<file path="src/rtl/tdma_seq_pkg.sv">
// Shared types for the TDMA slot sequencer.
// Assumes: nothing beyond IEEE 1800-2017.
package tdma_seq_pkg;

    typedef enum logic [2:0] {
        ST_IDLE,
        ST_PAUSE,
        ST_GUARD,
        ST_UNPAUSE,
        ST_HOLD
    } seq_state_t;

    localparam logic CMD_STOP   = 1'b0;
    localparam logic CMD_RESUME = 1'b1;

endpackage

</file>
<file path="src/rtl/tdma_slot_clock.sv">
// Slot clock: counts cycles inside a slot and the slot index inside a round.
// Assumes: cfg_len >= 2 and cfg_slots >= 1, both stable while run is high.
module tdma_slot_clock #(
    parameter int LEN_W   = 16,
    parameter int SLOT_W  = 4,
    parameter int SLOTC_W = 5
) (
    input  logic               clk,
    input  logic               rst_n,
    input  logic               clear,
    input  logic               run,
    input  logic [LEN_W-1:0]   cfg_len,
    input  logic [SLOTC_W-1:0] cfg_slots,
    output logic [SLOT_W-1:0]  slot_idx,
    output logic               slot_end,
    output logic               last_slot
);

    logic [LEN_W-1:0] tick;

    assign slot_end  = run && (tick == cfg_len - LEN_W'(1));
    assign last_slot = (SLOTC_W'(slot_idx) == cfg_slots - SLOTC_W'(1));

    // Advance the in-slot tick and step the slot index at each slot end.
    always_ff @(posedge clk) begin
        if (!rst_n) begin
            tick     <= '0;
            slot_idx <= '0;
        end else if (clear) begin
            tick     <= '0;
            slot_idx <= '0;
        end else if (run) begin
            if (slot_end) begin
                tick <= '0;
                if (!last_slot) slot_idx <= slot_idx + SLOT_W'(1);
            end else begin
                tick <= tick + LEN_W'(1);
            end
        end
    end

endmodule

</file>
<file path="src/rtl/tdma_host_walker.sv">
// Host walker: steps through hosts switch by switch, in a rotating order.
// The switch base and host base each move up by one on every slot rotation.
// Assumes: 1 <= cfg_num_sw <= MAX_SW and 1 <= cfg_hps <= MAX_HPS, stable in a round.
module tdma_host_walker #(
    parameter int MAX_SW  = 4,
    parameter int MAX_HPS = 4,
    parameter int SW_W    = (MAX_SW  > 1) ? $clog2(MAX_SW)  : 1,
    parameter int HPS_W   = (MAX_HPS > 1) ? $clog2(MAX_HPS) : 1,
    parameter int SWC_W   = $clog2(MAX_SW + 1),
    parameter int HPSC_W  = $clog2(MAX_HPS + 1)
) (
    input  logic              clk,
    input  logic              rst_n,
    input  logic              clear,
    input  logic              rotate,
    input  logic              reload,
    input  logic              advance,
    input  logic [SWC_W-1:0]  cfg_num_sw,
    input  logic [HPSC_W-1:0] cfg_hps,
    output logic [SW_W-1:0]   cur_sw,
    output logic [HPS_W-1:0]  cur_h,
    output logic              last
);

    logic [SW_W-1:0]  base_sw, n_sw, sw_inc, base_sw_inc;
    logic [HPS_W-1:0] base_h, n_h, h_inc, base_h_inc;
    logic             sw_done;

    // Wrapping increments of the current position and of the bases.
    always_comb begin
        sw_inc      = (SWC_W'(cur_sw)  + SWC_W'(1)  == cfg_num_sw) ? '0 : cur_sw  + SW_W'(1);
        h_inc       = (HPSC_W'(cur_h)  + HPSC_W'(1) == cfg_hps)    ? '0 : cur_h   + HPS_W'(1);
        base_sw_inc = (SWC_W'(base_sw) + SWC_W'(1)  == cfg_num_sw) ? '0 : base_sw + SW_W'(1);
        base_h_inc  = (HPSC_W'(base_h) + HPSC_W'(1) == cfg_hps)    ? '0 : base_h  + HPS_W'(1);
        sw_done     = (HPSC_W'(n_h) == cfg_hps - HPSC_W'(1));
        last        = sw_done && (SWC_W'(n_sw) == cfg_num_sw - SWC_W'(1));
    end

    // Hold the bases, the current position and the visit counters.
    always_ff @(posedge clk) begin
        if (!rst_n || clear) begin
            base_sw <= '0;
            base_h  <= '0;
            cur_sw  <= '0;
            cur_h   <= '0;
            n_sw    <= '0;
            n_h     <= '0;
        end else if (rotate) begin
            base_sw <= base_sw_inc;
            base_h  <= base_h_inc;
            cur_sw  <= base_sw_inc;
            cur_h   <= base_h_inc;
            n_sw    <= '0;
            n_h     <= '0;
        end else if (reload) begin
            cur_sw <= base_sw;
            cur_h  <= base_h;
            n_sw   <= '0;
            n_h    <= '0;
        end else if (advance) begin
            if (sw_done) begin
                n_h    <= '0;
                cur_h  <= base_h;
                n_sw   <= n_sw + SW_W'(1);
                cur_sw <= sw_inc;
            end else begin
                n_h   <= n_h + HPS_W'(1);
                cur_h <= h_inc;
            end
        end
    end

endmodule

</file>
<file path="src/rtl/tdma_seq_ctrl.sv">
// Step controller: runs the stop step, the guard wait and the resume step of every slot.
// It also raises the overrun and round-done pulses.
// Assumes: cfg_guard_len >= 1; slot_end is only high while busy.
module tdma_seq_ctrl
    import tdma_seq_pkg::*;
#(
    parameter int LEN_W = 16
) (
    input  logic             clk,
    input  logic             rst_n,
    input  logic             start,
    input  logic             slot_end,
    input  logic             last_slot,
    input  logic             walk_last,
    input  logic             req_ready,
    input  logic             entry_idle,
    input  logic [LEN_W-1:0] cfg_guard_len,
    output logic             busy,
    output logic             timer_clear,
    output logic             walk_clear,
    output logic             walk_rotate,
    output logic             walk_reload,
    output logic             walk_advance,
    output logic             req_valid,
    output logic             req_cmd,
    output logic             round_done,
    output logic             overrun
);

    seq_state_t       state;
    logic [LEN_W-1:0] gcnt;
    logic             step_done, leave_pause;

    // Decode the handshake and the walker controls from the current step.
    always_comb begin
        busy         = (state != ST_IDLE);
        timer_clear  = (state == ST_IDLE) && start;
        walk_clear   = timer_clear;
        walk_rotate  = slot_end && !last_slot;
        req_valid    = (state == ST_PAUSE) || ((state == ST_UNPAUSE) && !entry_idle);
        req_cmd      = (state == ST_UNPAUSE) ? CMD_RESUME : CMD_STOP;
        step_done    = ((state == ST_PAUSE) && req_ready) ||
                       ((state == ST_UNPAUSE) && (entry_idle || req_ready));
        leave_pause  = (state == ST_PAUSE) && req_ready && walk_last && !slot_end;
        walk_reload  = leave_pause;
        walk_advance = step_done && !walk_last && !slot_end;
    end

    // Step sequencing; a slot end overrides every step.
    always_ff @(posedge clk) begin
        if (!rst_n) begin
            state      <= ST_IDLE;
            gcnt       <= '0;
            round_done <= 1'b0;
            overrun    <= 1'b0;
        end else begin
            round_done <= 1'b0;
            overrun    <= 1'b0;
            if (slot_end) begin
                overrun <= (state != ST_HOLD);
                if (last_slot) begin
                    state      <= ST_IDLE;
                    round_done <= 1'b1;
                end else begin
                    state <= ST_PAUSE;
                end
            end else begin
                case (state)
                    ST_IDLE:    if (start) state <= ST_PAUSE;
                    ST_PAUSE:   if (leave_pause) begin
                                    state <= ST_GUARD;
                                    gcnt  <= '0;
                                end
                    ST_GUARD:   if (gcnt == cfg_guard_len - LEN_W'(1)) state <= ST_UNPAUSE;
                                else gcnt <= gcnt + LEN_W'(1);
                    ST_UNPAUSE: if (step_done && walk_last) state <= ST_HOLD;
                    default:    ;
                endcase
            end
        end
    end

endmodule

</file>
<file path="src/rtl/tdma_slot_sequencer.sv">
// TDMA slot sequencer top. It joins the slot clock, the host walker and the step controller.
// It presents the schedule read address and drives the control-request handshake.
// Assumes: the schedule store answers in the same cycle; configuration is stable while busy.
module tdma_slot_sequencer #(
    parameter int MAX_SW    = 4,
    parameter int MAX_HPS   = 4,
    parameter int MAX_SLOTS = 16,
    parameter int CLS_W     = 3,
    parameter int LEN_W     = 16,
    localparam int SW_W     = (MAX_SW    > 1) ? $clog2(MAX_SW)    : 1,
    localparam int HPS_W    = (MAX_HPS   > 1) ? $clog2(MAX_HPS)   : 1,
    localparam int SLOT_W   = (MAX_SLOTS > 1) ? $clog2(MAX_SLOTS) : 1,
    localparam int SWC_W    = $clog2(MAX_SW + 1),
    localparam int HPSC_W   = $clog2(MAX_HPS + 1),
    localparam int SLOTC_W  = $clog2(MAX_SLOTS + 1),
    localparam int HOST_W   = SW_W + HPS_W
) (
    input  logic               clk,
    input  logic               rst_n,
    input  logic               start,
    input  logic [LEN_W-1:0]   cfg_slot_len,
    input  logic [LEN_W-1:0]   cfg_guard_len,
    input  logic [SLOTC_W-1:0] cfg_slots,
    input  logic [SWC_W-1:0]   cfg_num_sw,
    input  logic [HPSC_W-1:0]  cfg_hosts_per_sw,
    output logic [SLOT_W-1:0]  sched_slot,
    output logic [HOST_W-1:0]  sched_host,
    input  logic [CLS_W:0]     sched_entry,
    output logic               req_valid,
    input  logic               req_ready,
    output logic [HOST_W-1:0]  req_host,
    output logic               req_cmd,
    output logic [CLS_W-1:0]   req_class,
    output logic               busy,
    output logic               round_done,
    output logic               overrun
);

    logic              slot_end, last_slot, timer_clear;
    logic              walk_clear, walk_rotate, walk_reload, walk_advance, walk_last;
    logic [SW_W-1:0]   cur_sw;
    logic [HPS_W-1:0]  cur_h;

    tdma_slot_clock #(.LEN_W(LEN_W), .SLOT_W(SLOT_W), .SLOTC_W(SLOTC_W)) u_clock (
        .clk       (clk),
        .rst_n     (rst_n),
        .clear     (timer_clear),
        .run       (busy),
        .cfg_len   (cfg_slot_len),
        .cfg_slots (cfg_slots),
        .slot_idx  (sched_slot),
        .slot_end  (slot_end),
        .last_slot (last_slot)
    );

    tdma_host_walker #(
        .MAX_SW(MAX_SW), .MAX_HPS(MAX_HPS), .SW_W(SW_W), .HPS_W(HPS_W),
        .SWC_W(SWC_W), .HPSC_W(HPSC_W)
    ) u_walker (
        .clk        (clk),
        .rst_n      (rst_n),
        .clear      (walk_clear),
        .rotate     (walk_rotate),
        .reload     (walk_reload),
        .advance    (walk_advance),
        .cfg_num_sw (cfg_num_sw),
        .cfg_hps    (cfg_hosts_per_sw),
        .cur_sw     (cur_sw),
        .cur_h      (cur_h),
        .last       (walk_last)
    );

    tdma_seq_ctrl #(.LEN_W(LEN_W)) u_ctrl (
        .clk           (clk),
        .rst_n         (rst_n),
        .start         (start),
        .slot_end      (slot_end),
        .last_slot     (last_slot),
        .walk_last     (walk_last),
        .req_ready     (req_ready),
        .entry_idle    (sched_entry[CLS_W]),
        .cfg_guard_len (cfg_guard_len),
        .busy          (busy),
        .timer_clear   (timer_clear),
        .walk_clear    (walk_clear),
        .walk_rotate   (walk_rotate),
        .walk_reload   (walk_reload),
        .walk_advance  (walk_advance),
        .req_valid     (req_valid),
        .req_cmd       (req_cmd),
        .round_done    (round_done),
        .overrun       (overrun)
    );

    // Host index is {switch, host-in-switch}; the class is shown only on resume commands.
    assign sched_host = {cur_sw, cur_h};
    assign req_host   = sched_host;
    assign req_class  = req_cmd ? sched_entry[CLS_W-1:0] : '0;

endmodule

</file>
<file path="config.mk">
export PLATFORM = sky130hd
export DESIGN_NAME = tdma_slot_sequencer
export DESIGN_NICKNAME = d
export VERILOG_FILES = /design/src/rtl/tdma_seq_pkg.sv /design/src/rtl/tdma_slot_clock.sv /design/src/rtl/tdma_host_walker.sv /design/src/rtl/tdma_seq_ctrl.sv /design/src/rtl/tdma_slot_sequencer.sv
export SDC_FILE = /design/constraint.sdc
export NUM_CORES = 1
export LEC_CHECK = 0
export BUFFER_PORTS_ARGS = -buffer_cell sky130_fd_sc_hd__buf_2
export CORE_ASPECT_RATIO = 1.4
export CORE_UTILIZATION = 40
export DETAILED_ROUTE_END_ITERATION = 8
export GPL_TIMING_DRIVEN = 0
export PLACE_DENSITY = 0.67
export SYNTH_ARGS = -nofsm -noshare
export SYNTH_HDL_FRONTEND = slang
export SYNTH_HIERARCHICAL = 1
export SYNTH_SLANG_ARGS = --single-unit
</file>
<file path="constraint.sdc">
create_clock -name clk -period 4.5 [get_ports clk]
set_clock_uncertainty 0.15 [all_clocks]
set_input_delay 0.675 -clock clk [delete_from_list [all_inputs] [get_ports clk]]
set_output_delay 0.675 -clock clk [all_outputs]
set_load 0.03 [all_outputs]
</file>
==> results of run 1 <==
==> stage by stage <==
step | utilization (%) | hold slack, ns | worst slack (ns)
after floorplan | - | 0.314 | 0.102
after global placement | 46.6 | 0.332 | -0.817
after detailed placement | 46.6 | 0.346 | -0.883
after CTS | 48.3 | 0.357 | 0.0344
after global routing | 49.2 | 0.378 | -0.0390
final | 49.2 | 0.350 | 0.176
==> routing by layer <==
layer	up-vias	part of all wire, %	GRT usage (%)
li1	2053	-	-
met1	1863	41	21.4
met2	95	54	37.5
met3	20	3.5	2.82
met4	0	2.2	6.75
met5	-	0	0
==> power by group through the flow <==
stage / clock [mW] / combinational [mW] / sequential (mW)
after detailed placement: 0 / 0.453 / 0.516
after global placement: 0 / 0.445 / 0.515
after global routing: 0.410 / 0.542 / 0.508
after floorplan: 0 / 0.323 / 0.519
after CTS: 0.390 / 0.459 / 0.505
final: 0.383 / 0.491 / 0.505
==> repair_timing <==
| action | 4_1_cts | 5_1_grt |
|---|---|---|
| endpoints found under the setup margin | 24 | 16 |
| gates resized for setup | 6 | 9 |
| buffers inserted | 1 | 6 |
| hold buffers | 0 | 0 |
| cloned | 0 | 0 |
| pin swaps | 1 | 3 |
==> kinds of logic after synthesis <==
kind of cell	after synthesis	synth area share [%]
multiplexers	7	1.84
flip-flops	53	25.6
XOR/XNOR	81	17.3
adder cells (fa/ha/maj)	12	3.62
AO/OA/AOI/OAI	92	16.0
AND/OR/NAND/NOR	230	31.0
buffers and inverters	41	4.68
==> worst max-delay path: stages <==
cell      delay (ns)
buf_2           0.13
inv_1           0.10
ha_4            0.18
or4b_1          0.43
buf_2           0.16
a21boi_0        0.21
a221oi_1        0.12
nor2_2          0.25
nor3_2          0.11
inv_2           0.09
nand3_1         0.12
or3_4           0.43
inv_4           0.13
nor4_2          0.06
nand4_1         0.14
o211ai_4        0.12
buf_4           0.15
buf_6           0.12
or4_1           0.50
a21oi_1         0.15
==> flip-flops by register name, summed over array words and instances, names as in the netlist <==
name / count
u_walker/n_h: 2
u_ctrl/state: 3
u_ctrl/round_done: 1
u_ctrl/overrun: 1
u_walker/cur_h: 2
u_ctrl/gcnt: 16
u_walker/n_sw: 2
u_clock/slot_idx: 4
u_clock/tick: 16
u_walker/base_h: 2
u_walker/cur_sw: 2
u_walker/base_sw: 2
==> worst max path at each step <==
stage	startpoint	slack, ns	endpoint
global route	cfg_slot_len[0]	-0.04	u_ctrl/gcnt[2]
finish	cfg_slot_len[0]	0.18	u_ctrl/gcnt[9]
detailed placement	cfg_slot_len[0]	-0.88	u_ctrl/gcnt[5]
CTS	cfg_slot_len[5]	0.03	u_ctrl/gcnt[5]
floorplan	cfg_slot_len[0]	0.10	u_ctrl/gcnt[5]
global placement	cfg_slot_len[0]	-0.82	u_ctrl/gcnt[5]
==> cells in the final DEF (no fill, tap or decap), types with 14 or more instances in the layout <==
cell type and count:
nor2_1 43, dfxtp_1 53, a21oi_1 27, inv_1 20, nand3_1 31, xnor2_1 50
buf_2 71, or3_1 14, nand2_1 31, xor2_1 30, nand4_1 16
==> area by class of cell <==
| cell class | instances | share of cell area [%] |
|---|---|---|
| sequential | 53 | 21.5 |
| multi-input combinational | 422 | 59.8 |
| buffer | 19 | 2.39 |
| clock inverter | 2 | 0.305 |
| clock buffer | 6 | 2.62 |
| inverter | 22 | 1.73 |
| tap | 135 | 3.43 |
| timing repair buffer | 77 | 8.18 |
==> results.txt, run 1 <==
----------------------------------------------------
[Setup path]
  Arrival time at the worst endpoint ... 4.40 ns
  Critical path capture point type ... register
  Worst-case reg-to-reg path depth ... 18
  Startpoint Class ... primary input
  Required time of the worst setup path ... 4.57 ns
  Flop2flop setup slack ... 0.60 ns
  Highest net fanout along the worst path ... 10
  RR Endpoint ... u_ctrl/gcnt[5]
  FF-to-FF Start ... u_ctrl/state[1]
  Classification of the worst setup path ... primary input to register

[Routing]
  Number of vias in the routed layout ... 4031
  Final wirelength ... 10.2 mm
  Post-detailed-route count of antenna-violating nets ... 0
  Detailed-route wire length per cell ... 13.9 µm
  Vias per inst ... 5.48
  Remaining design rule violation count ... 0
  Iteration count of the initial detailed-routing pass ... 4
  Number of design-rule violations left by the first detailed-router iteration ... 177

[Floorplanning]
  Floorplan Core Area ... 0.0100 mm²
  Number of top-level design ports ... 71
  FP Rows ... 43
  Die X ... 88.0 µm
  Overall die height ... 122 µm
  Starting utilization of the core area ... 41.4%
  Die area ... 0.0108 mm²

[Power]
  Sequential group share of total power ... 36.6%
  Clock power share ... 27.8%
  Part of the power in combinational logic ... 35.6%
  Net Switching ... 0.484 mW
  Leak ... 1.88 nW
  Worst vdd rail ir drop ... 0.198 mV
  P_int ... 0.895 mW
  Total power per unit cell area ... 280 mW/mm²
  Proportion of total power due to net switching ... 35.1%
  Total Power ... 1.38 mW

[Global route]
  Wire length of the first global-routing pass ... 17.0 mm
  Number of global-route vias before repair ... 3850
  Overall routing resource usage ... 19.5%
  Number of antenna violations at the first check in global routing ... 0
  Largest net degree at the start of global routing ... 17
  Global route overflow ... 0

[Yosys]
  Cell area after synthesis ... 0.00414 mm²
  Total of warnings raised by yosys ... 6
  Count of flip-flops with a built-in enable after synthesis ... 0
  Proportion of synthesized flip-flops having asynchronous set or reset ... 0%
  Cell with the most instances after synthesis ... dfxtp_1
  Top post-synthesis cells by area ... dfxtp_1 26%, xnor2_1 11%, xor2_1 6.3%, nor2_1 4.0%, nand3_1 3.7%
  Synthesized netlist cell count ... 516
  Synthesized Nets ... 579
  Fraction of post-synthesis cell area in the top cell type by area ... 25.6%
  Post-Synthesis Mean Instance Area ... 8.03 µm²
  Most used flip-flop cell after synthesis ... dfxtp_1
  Sequential area share after synthesis ... 25.6%
  Largest area contributor in the netlist ... dfxtp_1
  Yosys cell types ... 65
  Top cells by count, synth ... 53 x dfxtp_1, 50 x xnor2_1, 44 x nor2_1
  Seq cells post-synth ... 53

[STA]
  Max-slew headroom at the worst pin ... 39.6%
  Final period util ... 96.1%
  Number of max-slew violations in the final report ... 0
  Achievable Freq ... 231 MHz
  Worst-margin pin slew ... 0.899 ns
  Final-layout setup total negative slack ... 0 ns
  Post-route minimum period ... 4.32 ns
  Final setup fails ... 0
  Final-report hold violation count ... 0

[CTS]
  Maximum clock path buffer count ... 2
  CTS tree ... built
  Root buf cell ... clkbuf_16
  Number of CTS-inserted buffers ... 5
  Clk slew on worst S/H paths ... 0.07 ns
  Clock Latency Late Sink ... 0.29 ns
  Sink count of the clock tree ... 53
  Maximum level of the CTS H-tree ... 2

[Final layout]
  Net count of the finished layout ... 663
  Cell Count, Final, Fillers Out ... 736
  Multi-input gate area ... 0.00295 mm²
  Filler cells ... 1001
  Ant diodes ... 0
  Storage element area ... 0.00106 mm²
  Relative area change from synthesis to final layout ... 18.9%
  Ratio of cells with drive above 1 in the final layout ... 20.8%
  Post-Layout Inst Area ... 0.00493 mm²

[Placement]
  Post-placement cell area ... 0.00466 mm²
  Count of input and output buffers ... 70
  RD Place Congestion ... 0.841
  HPWL Detailed ... 8.07 mm
  Placed Cells incl. Taps ... 721

[Run]
  Max cap viols ... 0

[Min path]
  Worst Hold End ... u_walker/n_sw[1]
  Launch instance of the worst min-delay path ... u_walker/n_sw[1]
  Hold crit path type ... register to register
  Worst hold path depth ... 2

[Run status]
  Run status ... completed

----------------------------------------------------
Note: power is estimated with default switching activity, not from simulation.
==> inputs of run 2 (changes only) <==
--- a/config.mk
+++ b/config.mk
@@ -15,3 +15,4 @@
 export SYNTH_HDL_FRONTEND = slang
 export SYNTH_HIERARCHICAL = 1
 export SYNTH_SLANG_ARGS = --single-unit
+export TNS_END_PERCENT = 1
==> constraint.sdc (replaced) <==
create_clock -name clk -period 4.5 [get_ports clk]
set_clock_uncertainty 0.15 [all_clocks]
set_input_delay 0 -clock clk [delete_from_list [all_inputs] [get_ports clk]]
set_output_delay 0 -clock clk [all_outputs]
set_load 0.03 [all_outputs]
==> run 2 against run 1 <==
Worst hold slack worse by 0.26 ns. Worst setup slack improved by 0.21 ns. Critical path depth decreased by 1. Clock power about the same. Cell count decreased by 0.82%. Global-route usage shrank 0.17 points. Sequential power grew 3%. Critical endpoint unchanged. Largest cell class unchanged.
==> results.txt, run 2 (synthesized netlist as in run 1, its figures left out) <==
----------------------------------------------------
[Run status]
  Run status ... completed

[Global route]
  Wire length of the first global-routing pass ... 16.8 mm
  Overall routing resource usage ... 19.4%
  Number of antenna violations at the first check in global routing ... 0
  Global route overflow ... 0
  Largest net degree at the start of global routing ... 17
  Number of global-route vias before repair ... 3830

[STA]
  Final-layout setup total negative slack ... 0 ns
  Final-report hold violation count ... 0
  Achievable Freq ... 243 MHz
  Final period util ... 91.5%
  Post-Route Hold Slack ... 0.0845 ns
  Setup repair after global routing missed its margin ... no
  Max-slew headroom at the worst pin ... 38.4%
  Worst-case setup margin in the final layout ... 0.385 ns
  Post-route minimum period ... 4.12 ns
  Number of max-slew violations in the final report ... 0
  Worst-margin pin slew ... 0.917 ns
  Final setup fails ... 0

[Routing]
  Number of design-rule violations left by the first detailed-router iteration ... 158
  Met3 routed WL ... 297 µm
  Highest routed layer ... met4
  Vias per inst ... 5.45
  Amount of wire on met2 after detailed routing ... 5.39 mm
  Iteration count of the initial detailed-routing pass ... 5
  Number of vias in the routed layout ... 3982
  Met1 routed wirelength after detailed routing ... 4.23 mm
  Final wirelength ... 10.1 mm
  Remaining design rule violation count ... 0
  Detailed-route wire length per cell ... 13.8 µm
  Post-detailed-route count of antenna-violating nets ... 0

[Placement]
  Setup slack at placement ... -0.208 ns
  RD Place Congestion ... 0.841
  HPWL Detailed ... 8.07 mm
  Count of input and output buffers ... 70

[Setup path]
  Crit path buf inv count ... 6
  Crit-path max cell delay ... 0.50 ns
  Classification of the worst setup path ... primary input to register
  Required time of the worst setup path ... 4.57 ns
  Arrival time at the worst endpoint ... 4.19 ns
  Critical path capture point type ... register
  Crit-path leading delay family ... simple AND/OR/NAND/NOR gates
  Highest net fanout along the worst path ... 10
  Worst-path cell with the longest stage delay ... or4_1
  Crit path top cell by count ... inv_1
  Cell Chain, Critical Path ... buf_2, inv_1, ha_1, or4b_1, buf_2, a21boi_0, a221oi_1, nor2_1, nor3_4, inv_1, nand3_1, or3_1, inv_1, nor4_1, nand4_1, o211ai_2, buf_6, or4_1, a21oi_1
  Startpoint Class ... primary input

[Final layout]
  Ant diodes ... 0
  Multi-input gate area ... 0.00291 mm²
  Filler cells ... 1011
  Commonest non-fill, non-tap cell in the layout ... buf_2
  Relative area change from synthesis to final layout ... 17.0%
  Largest registers ... u_clock/tick x16, u_ctrl/gcnt x16, u_clock/slot_idx x4
  Net count of the finished layout ... 657
  Commonest non-fill, non-tap cells in the layout ... 72 x buf_2, 53 x dfxtp_1, 50 x xnor2_1
  Ratio of cells with drive above 1 in the final layout ... 19.0%
  Storage element area ... 0.00106 mm²

[CTS]
  Sink count of the clock tree ... 53
  Clk slew on worst S/H paths ... 0.07 ns
  CTS tree ... built
  Maximum clock path buffer count ... 2
  Maximum level of the CTS H-tree ... 2
  Number of CTS-inserted buffers ... 5
  Root buf cell ... clkbuf_16
  Clock Latency Late Sink ... 0.29 ns

[Run]
  Max cap viols ... 0

[Min path]
  Hold crit path type ... primary input to register

[Floorplanning]
  Starting utilization of the core area ... 41.4%
  Number of top-level design ports ... 71
  Die X ... 88.0 µm
  Die area ... 0.0108 mm²
  Overall die height ... 122 µm
  FP Rows ... 43
  Floorplan Core Area ... 0.0100 mm²

[Power]
  Total power per unit cell area ... 278 mW/mm²
  Worst vdd rail ir drop ... 0.187 mV
  Leak ... 1.86 nW

----------------------------------------------------
-- run 2: changes by cell type in the layout (fill, tap and decap cells not counted), moves of 2 or more --
| cell | previous run | this run |
|---|---|---|
| clkbuf_1 | 10 | 8 |
| nor3_2 | 2 | 0 |
| inv_1 | 20 | 22 |
| buf_4 | 13 | 8 |
-- run 2: layer usage --
metal / up-vias / track usage (%)
met3: 19 / 2.82
met2: 81 / 37.2
met4: 0 / 6.45
met5: - / 0
met1: 1841 / 21.2
li1: 2041 / -
-- run 2: final cells by class --
class,instances,area share (%)
clock inverter,2,0.310
timing repair buffer,73,7.74
buffer,17,2.14
inverter,22,1.70
tap,135,3.48
clock buffer,6,2.66
sequential,53,21.9
multi-input combinational,422,60.1
-- run 2: report_power, final --
| group | switching [mW] | leakage [nW] | internal [mW] |
|---|---|---|---|
| sequential | 0.0341 | 0.428 | 0.488 |
| clock | 0.175 | 0.0631 | 0.207 |
| combinational | 0.265 | 1.37 | 0.179 |
| total | 0.474 | 1.86 | 0.874 |
-- run 2: worst paths after layout --
kind,from,to,slack [ns],cells after the start
worst min register to register,u_walker/n_sw[1],u_walker/n_sw[1],0.35,2
worst max-delay path,cfg_slot_len[0],u_ctrl/gcnt[9],0.38,19
worst max register to register,u_clock/tick[12],u_ctrl/gcnt[5],0.44,16
worst min-delay path,cfg_hosts_per_sw[2],u_walker/base_h[1],0.08,5
-- run 2: worst register-to-register path: cells and delay by family, from the launching register on --
kind	cells	cell delay [ns]
AOI/OAI and AO/OA	3	0.41
and+or+nand+nor	8	2.09
buffers and inverters	5	1.06
DFF	1	0.32
-- run 2: what timing repair did --
item | 4_1_cts | 5_1_grt
pin swaps | 0 | 2
setup endpoints to repair | 8 | 16
endpoints found under the hold margin | 4 | 0
resized for setup | 1 | 3
buffers inserted | 0 | 2
hold buffers | 1 | 0
-- run 2: stage by stage --
step	cell area (µm²)	total power, mW	std cells	util [%]
3_3_place_gp	4660	0.961	721	46.6
4_1_cts	4820	1.35	730	48.2
5_1_grt	4850	1.43	730	48.4
2_1_floorplan	4140	0.842	516	-
3_5_place_dp	4660	0.969	721	46.6
6_report	4850	1.35	730	48.4
